**config.mk**
```make
export PLATFORM = sky130hd
export DESIGN_NAME = rank_slide_attacks
export DESIGN_NICKNAME = d
export VERILOG_FILES = /design/src/rtl/rank_attack_pkg.sv /design/src/rtl/slider_source.sv /design/src/rtl/lane_east_sub.sv /design/src/rtl/ray_dir_unit.sv /design/src/rtl/rank_slide_attacks.sv
export SDC_FILE = /design/constraint.sdc
export NUM_CORES = 1
export LEC_CHECK = 0
export CORE_AREA = 2 2 225 227
export CTS_CLUSTER_SIZE = 12
export DETAILED_ROUTE_END_ITERATION = 7
export DIE_AREA = 0 0 227 229
export GPL_TIMING_DRIVEN = 0
export PLACE_DENSITY = 0.48
export SLEW_MARGIN = 10
export SYNTH_ARGS = -nofsm -noshare
export SYNTH_HDL_FRONTEND = slang
export SYNTH_HIERARCHICAL = 1
export SYNTH_SLANG_ARGS = --single-unit
export TNS_END_PERCENT = 30
```
**constraint.sdc**
```tcl
create_clock -name clk -period 2.9 [get_ports clk]
set_input_delay 0.58 -clock clk [delete_from_list [all_inputs] [get_ports clk]]
set_output_delay 0.58 -clock clk [all_outputs]
set_load 0.01 [all_outputs]
```
**src/rtl/rank_attack_pkg.sv**
```systemverilog
package rank_attack_pkg;

  typedef enum logic {
    SRC_DIRECT = 1'b0,
    SRC_PLANES = 1'b1
  } slide_src_e;

  typedef enum logic {
    DIR_EAST = 1'b0,
    DIR_WEST = 1'b1
  } ray_dir_e;

endpackage

```
**src/rtl/slider_source.sv**
```systemverilog
module slider_source #(
  parameter int unsigned SQUARES = 64,
  parameter int unsigned NIB_W   = 4
) (
  input  logic                       src_sel,
  input  logic [SQUARES-1:0]         slide_in,
  input  logic [SQUARES*NIB_W-1:0]   planes_in,
  output logic [SQUARES-1:0]         sliders
);
  import rank_attack_pkg::*;

  logic [SQUARES-1:0] from_planes;

  // any nonzero square code marks a slider
  for (genvar q = 0; q < SQUARES; q++) begin : g_sq
    assign from_planes[q] = |planes_in[q*NIB_W +: NIB_W];
  end

  assign sliders = (slide_src_e'(src_sel) == SRC_PLANES) ? from_planes : slide_in;

endmodule

```
**src/rtl/lane_east_sub.sv**
```systemverilog
module lane_east_sub #(
  parameter int unsigned LANE_W = 8
) (
  input  logic              clk,
  input  logic              rst_n,
  input  logic [LANE_W-1:0] occ,
  input  logic [LANE_W-1:0] sld,
  output logic [LANE_W-1:0] east
);

  // occupied = occ | sld; east = occupied ^ ((occupied ^ sld) - sld)
  function automatic logic [LANE_W-1:0] sub_east(
    input logic [LANE_W-1:0] o_raw,
    input logic [LANE_W-1:0] s
  );
    logic [LANE_W-1:0] o;
    logic [LANE_W-1:0] t;
    logic [LANE_W-1:0] d;
    o = o_raw | s;
    t = o ^ s;
    d = t - s;   // lane-wide subtractor, borrow dies at the lane edge
    return o ^ d;
  endfunction

  assign east = sub_east(occ, sld);

  // lowest slider and everything below it can never be attacked eastward
  logic [LANE_W-1:0] low_slider;
  logic [LANE_W-1:0] shadow_mask;
  assign low_slider  = sld & (~sld + 1'b1);
  assign shadow_mask = low_slider | (low_slider - 1'b1);

  assert_shadow_clear_R3: assert property (@(posedge clk) disable iff (!rst_n)
    (sld != '0) |-> ((east & shadow_mask) == '0));

  assert_no_slider_no_ray_R5: assert property (@(posedge clk) disable iff (!rst_n)
    (sld == '0) |-> (east == '0));

endmodule

```
**src/rtl/ray_dir_unit.sv**
```systemverilog
module ray_dir_unit #(
  parameter int unsigned LANE_W = 8,
  parameter int unsigned LANES  = 8,
  parameter bit          MIRROR = 1'b0
) (
  input  logic                     clk,
  input  logic                     rst_n,
  input  logic [LANE_W*LANES-1:0]  occ,
  input  logic [LANE_W*LANES-1:0]  sld,
  output logic [LANE_W*LANES-1:0]  rays
);
  localparam int unsigned BOARD_W = LANE_W * LANES;

  function automatic logic [BOARD_W-1:0] flip_lanes(input logic [BOARD_W-1:0] x);
    logic [BOARD_W-1:0] y;
    for (int l = 0; l < LANES; l++)
      for (int b = 0; b < LANE_W; b++)
        y[l*LANE_W + b] = x[l*LANE_W + (LANE_W-1-b)];
    return y;
  endfunction

  logic [BOARD_W-1:0] occ_l;
  logic [BOARD_W-1:0] sld_l;
  logic [BOARD_W-1:0] ray_l;

  if (MIRROR) begin : g_mirror
    assign occ_l = flip_lanes(occ);
    assign sld_l = flip_lanes(sld);
    assign rays  = flip_lanes(ray_l);
  end else begin : g_direct
    assign occ_l = occ;
    assign sld_l = sld;
    assign rays  = ray_l;
  end

  for (genvar l = 0; l < LANES; l++) begin : g_lane
    lane_east_sub #(.LANE_W(LANE_W)) u_lane (
      .clk  (clk),
      .rst_n(rst_n),
      .occ  (occ_l[l*LANE_W +: LANE_W]),
      .sld  (sld_l[l*LANE_W +: LANE_W]),
      .east (ray_l[l*LANE_W +: LANE_W])
    );
  end

endmodule

```
**src/rtl/rank_slide_attacks.sv**
```systemverilog
module rank_slide_attacks #(
  parameter int unsigned LANE_W = 8,
  parameter int unsigned LANES  = 8,
  parameter int unsigned NIB_W  = 4
) (
  input  logic                             clk,
  input  logic                             rst_n,
  input  logic                             in_valid,
  input  logic                             src_sel,
  input  logic [LANE_W*LANES-1:0]          occ_in,
  input  logic [LANE_W*LANES-1:0]          slide_in,
  input  logic [LANE_W*LANES*NIB_W-1:0]    planes_in,
  output logic                             out_valid,
  output logic [LANE_W*LANES-1:0]          att_east,
  output logic [LANE_W*LANES-1:0]          att_west,
  output logic [LANE_W*LANES-1:0]          att_all
);
  import rank_attack_pkg::*;

  localparam int unsigned BOARD_W = LANE_W * LANES;

  function automatic logic [BOARD_W-1:0] file_mask(input int unsigned bitpos);
    logic [BOARD_W-1:0] m;
    m = '0;
    for (int l = 0; l < LANES; l++) m[l*LANE_W + bitpos] = 1'b1;
    return m;
  endfunction

  localparam logic [BOARD_W-1:0] LOW_FILE  = file_mask(0);
  localparam logic [BOARD_W-1:0] HIGH_FILE = file_mask(LANE_W-1);

  logic [BOARD_W-1:0] sliders;
  logic [BOARD_W-1:0] east_c;
  logic [BOARD_W-1:0] west_c;

  slider_source #(.SQUARES(BOARD_W), .NIB_W(NIB_W)) u_src (
    .src_sel  (src_sel),
    .slide_in (slide_in),
    .planes_in(planes_in),
    .sliders  (sliders)
  );

  ray_dir_unit #(.LANE_W(LANE_W), .LANES(LANES), .MIRROR(DIR_EAST == DIR_WEST)) u_east (
    .clk  (clk),
    .rst_n(rst_n),
    .occ  (occ_in),
    .sld  (sliders),
    .rays (east_c)
  );

  ray_dir_unit #(.LANE_W(LANE_W), .LANES(LANES), .MIRROR(1'b1)) u_west (
    .clk  (clk),
    .rst_n(rst_n),
    .occ  (occ_in),
    .sld  (sliders),
    .rays (west_c)
  );

  always_ff @(posedge clk) begin
    if (!rst_n) begin
      out_valid <= 1'b0;
      att_east  <= '0;
      att_west  <= '0;
      att_all   <= '0;
    end else begin
      out_valid <= in_valid;
      if (in_valid) begin
        att_east <= east_c;
        att_west <= west_c;
        att_all  <= east_c | west_c;
      end
    end
  end

  assert_valid_follows_R2: assert property (@(posedge clk) disable iff (!rst_n)
    in_valid |=> out_valid);

  assert_valid_drops_R2: assert property (@(posedge clk) disable iff (!rst_n)
    !in_valid |=> !out_valid);

  assert_hold_when_idle_R9: assert property (@(posedge clk) disable iff (!rst_n)
    !in_valid |=> ($stable(att_east) && $stable(att_west) && $stable(att_all)));

  assert_union_R7: assert property (@(posedge clk) disable iff (!rst_n)
    out_valid |-> (att_all == (att_east | att_west)));

  assert_east_low_file_R3: assert property (@(posedge clk) disable iff (!rst_n)
    (att_east & LOW_FILE) == '0);

  assert_west_high_file_R4: assert property (@(posedge clk) disable iff (!rst_n)
    (att_west & HIGH_FILE) == '0);

endmodule

```
==> results.cfg <==
[clocking]
cts-hold-fix-buffers = 0
cts_made_buffers = 17
clk_latency_ns = 0.45
clkTransAtPathRegs_ns = 0.08
cts_tree = yes
clockRootBuffer = clkbuf_16
cts.repair.resized = 0
cts_max_level = 4
clock-sinks = 193
cts_setup_buffers = 0
cts_buffer_depth = 2

[yosys]
yosysUniqueCellTypes = 24
async_flop_share_pct = 0
synth-main-ff-cell = dfxtp_1
avgSynthCellArea_um2 = 8.55
synth_edf_count = 0
synth_area_um2 = 10400
synth_seq_area_share_pct = 37.1
synth_top_area_cell = dfxtp_1
synth_seq_cells = 193
synth_top_area_share_pct = 37.1
yosys-top-cells-area = dfxtp_1 37%, mux2i_1 12%, a21oi_1 7.7%, nor2b_1 7.7%, nor2_1 5.8%
ys_warn_count = 6
synthCells = 1218
netlist_top_cells_count = 193 x dfxtp_1, 160 x a21oi_1, 160 x nor2_1
synth_most_common_cell = dfxtp_1
syn-num-nets = 1606

[worst_setup_path]
path_max_fanout = 4
r2r-start = att_all[3]$_SDFFE_PN0P_
path_cells = clkdlybuf4s50_1 > nor4_1 > a21oi_1 > nand2b_1 > a21oi_1 > a211oi_2 > o21bai_1 > mux2i_1 > nor2b_1
slowest_stage = nor4_1
critPathCaptureType = flop
rrSetupSlack_ns = 2.23
crit_path_max_incr_delay_ns = 0.46
setup.worst_path.start_class = primary input
reg2reg_depth = 2
crit_type = in -> reg
arrival_ns = 2.62
rr_endpoint = att_all[3]$_SDFFE_PN0P_
crit_required_ns = 3.26
path_common_cell = a21oi_1

[placement]
numPortBuffers = 561
gp_congestion = 0.859
place.detailed.hpwl_mm = 37.0

[sta]
finalCritPeriodShare_pct = 77.9
worst_pin_slew_ns = 0.591
setup_violations = 0
slew_viol_final = 0
fin_crit_ns = 2.26
clock-skew-final_ns = 0
fmax_ghz = 0.443
hold_viol_final = 0
grt_setup_unrepaired = false
tns_ns = 0
slew_headroom_pct = 60.6

[global_routing]
antenna_found_initial = 0
grt_pass1_wl_mm = 65.5
grt-ovfl-total = 0
grt_max_degree = 17
grt_pass1_vias = 10600
track_usage_pct = 16.9

[detailed_routing]
via_count = 10500
drt-pass1-iter-count = 4
post_drt_wl_per_cell_um = 18.2
drc_errors = 0
wirelength_mm = 45.2
dr.first_iter.drc_count = 370
antenna_left = 0
vias_per_cell = 4.22

[worst_hold_path]
hold_depth = 2
hold_class = reg -> reg
min_to = att_all[53]$_SDFFE_PN0P_
holdCritStartpoint = att_all[53]$_SDFFE_PN0P_

[power_and_ir_drop]
ir_drop_mv = 0.358
power_density_nw_per_um2 = 432
total_power_mw = 7.55
leakagePower_nw = 6.95

[finish]
drive_gt1_share_pct = 9.61
final_nets = 2186
diodes = 0
areaGrowthSynthToFinish_pct = 67.8

[floorplanning]
fp.dieH_um = 229
pin_count = 581
die_x_um = 227
dieArea_um2 = 52000
fp-row-count = 82
initial_core_util_pct = 21.0
core_area_um2 = 49700

[status]
status = finished clean

[job]
maxCapViolations = 0
-- state kept, by name, summed over array words and instances (netlist names) --
signal,cells
att_east,64
att_west,64
att_all,64
out_valid,1
-- metal layers --
metal	up-vias	share of wire (%)	GRT usage, %
met4	0	2.1	5.27
met3	38	5.7	3.50
met2	308	49	29.8
li1	5276	-	-
met1	4852	43	20.5
met5	-	0	0
-- final cells by class --
type / count / area, um^2
flip-flops and latches: 193 / 3860
multi-input cells: 849 / 5510
repair buffers: 561 / 5620
inverters: 80 / 300
clock buffers: 21 / 480
clock inverters: 10 / 121
plain buffers: 96 / 738
fillers: 5242 / 32200
well taps: 672 / 841
-- through the flow --
| step | hold WS [ns] | worst slack, ns | std cells | utilization [%] | instance area, um^2 |
|---|---|---|---|---|---|
| finish | 0.513 | 0.642 | 2482 | 35.2 | 17500 |
| global route | 0.541 | 0.526 | 2482 | 35.2 | 17500 |
| CTS | 0.499 | 0.670 | 2482 | 35.2 | 17500 |
| detailed placement | 0.500 | 0.158 | 2451 | 34.0 | 16900 |
| global placement | 0.498 | 0.112 | 2451 | 34.0 | 16900 |
| floorplan | 0.523 | 0.966 | 1218 | - | 10400 |
-- logic make-up (layout without fill, tap and decap cells) --
group	Yosys count	in the layout	share of synthesized area, %
AOI/OAI and AO/OA	304	304	19.0
buffers and inverters	176	768	9.97
DFF	193	193	37.1
muxes	128	128	12.3
other	16	16	0.577
and+or+nand+nor	401	401	21.0
-- where the power goes --
part	internal [mW]	switching [mW]	total [mW]
clock	1.37	1.15	2.52
sequential	2.86	0.114	2.97
combinational	1.16	0.897	2.06
-- critical path: cells and delay by family --
family	cells	cell delay, ns
buffers and inverters	1	0.40
and+or+nand+nor	3	0.63
muxes	1	0.16
AOI/OAI and AO/OA	4	0.84
-- layout by cell type (no fill, tap or decap) --
cell type | Yosys | final
buf_6 | 13 | 13
a21oi_1 | 160 | 160
dfxtp_1 | 193 | 193
conb_1 | 16 | 16
nor4_1 | 64 | 64
clkinv_2 | 0 | 2
buf_2 | 18 | 18
o21ai_0 | 63 | 63
clkinvlp_4 | 0 | 1
clkdlybuf4s50_1 | 0 | 561
nand2b_1 | 16 | 16
clkbuf_8 | 0 | 4
clkbuf_1 | 33 | 33
clkbuf_16 | 0 | 17
nor2_1 | 160 | 160
mux2i_1 | 128 | 128
inv_1 | 64 | 64
a21oi_4 | 16 | 16
inv_2 | 16 | 16
buf_12 | 11 | 11
o31ai_2 | 16 | 16
nor2b_1 | 128 | 128
and2_1 | 1 | 1
inv_6 | 0 | 5
nand2_1 | 16 | 16
a211oi_2 | 16 | 16
nand2b_4 | 16 | 16
bufinv_16 | 0 | 2
o21ai_1 | 17 | 17
buf_4 | 21 | 21
o21bai_1 | 16 | 16
-- worst max-delay path by stage --
stage                   start                        end  slack, ns  depth (start not counted)
2_1_floorplan         src_sel  att_east[15]$_SDFFE_PN0P_       0.97                          9
3_3_place_gp   planes_in[224]   att_all[62]$_SDFFE_PN0P_       0.11                          9
3_5_place_dp   planes_in[224]   att_all[62]$_SDFFE_PN0P_       0.16                          9
4_1_cts        planes_in[224]   att_all[62]$_SDFFE_PN0P_       0.67                          9
5_1_grt        planes_in[224]   att_all[62]$_SDFFE_PN0P_       0.53                          9
6_report       planes_in[213]  att_west[49]$_SDFFE_PN0P_       0.64                          9
Note: power is estimated with default switching activity, not from simulation.
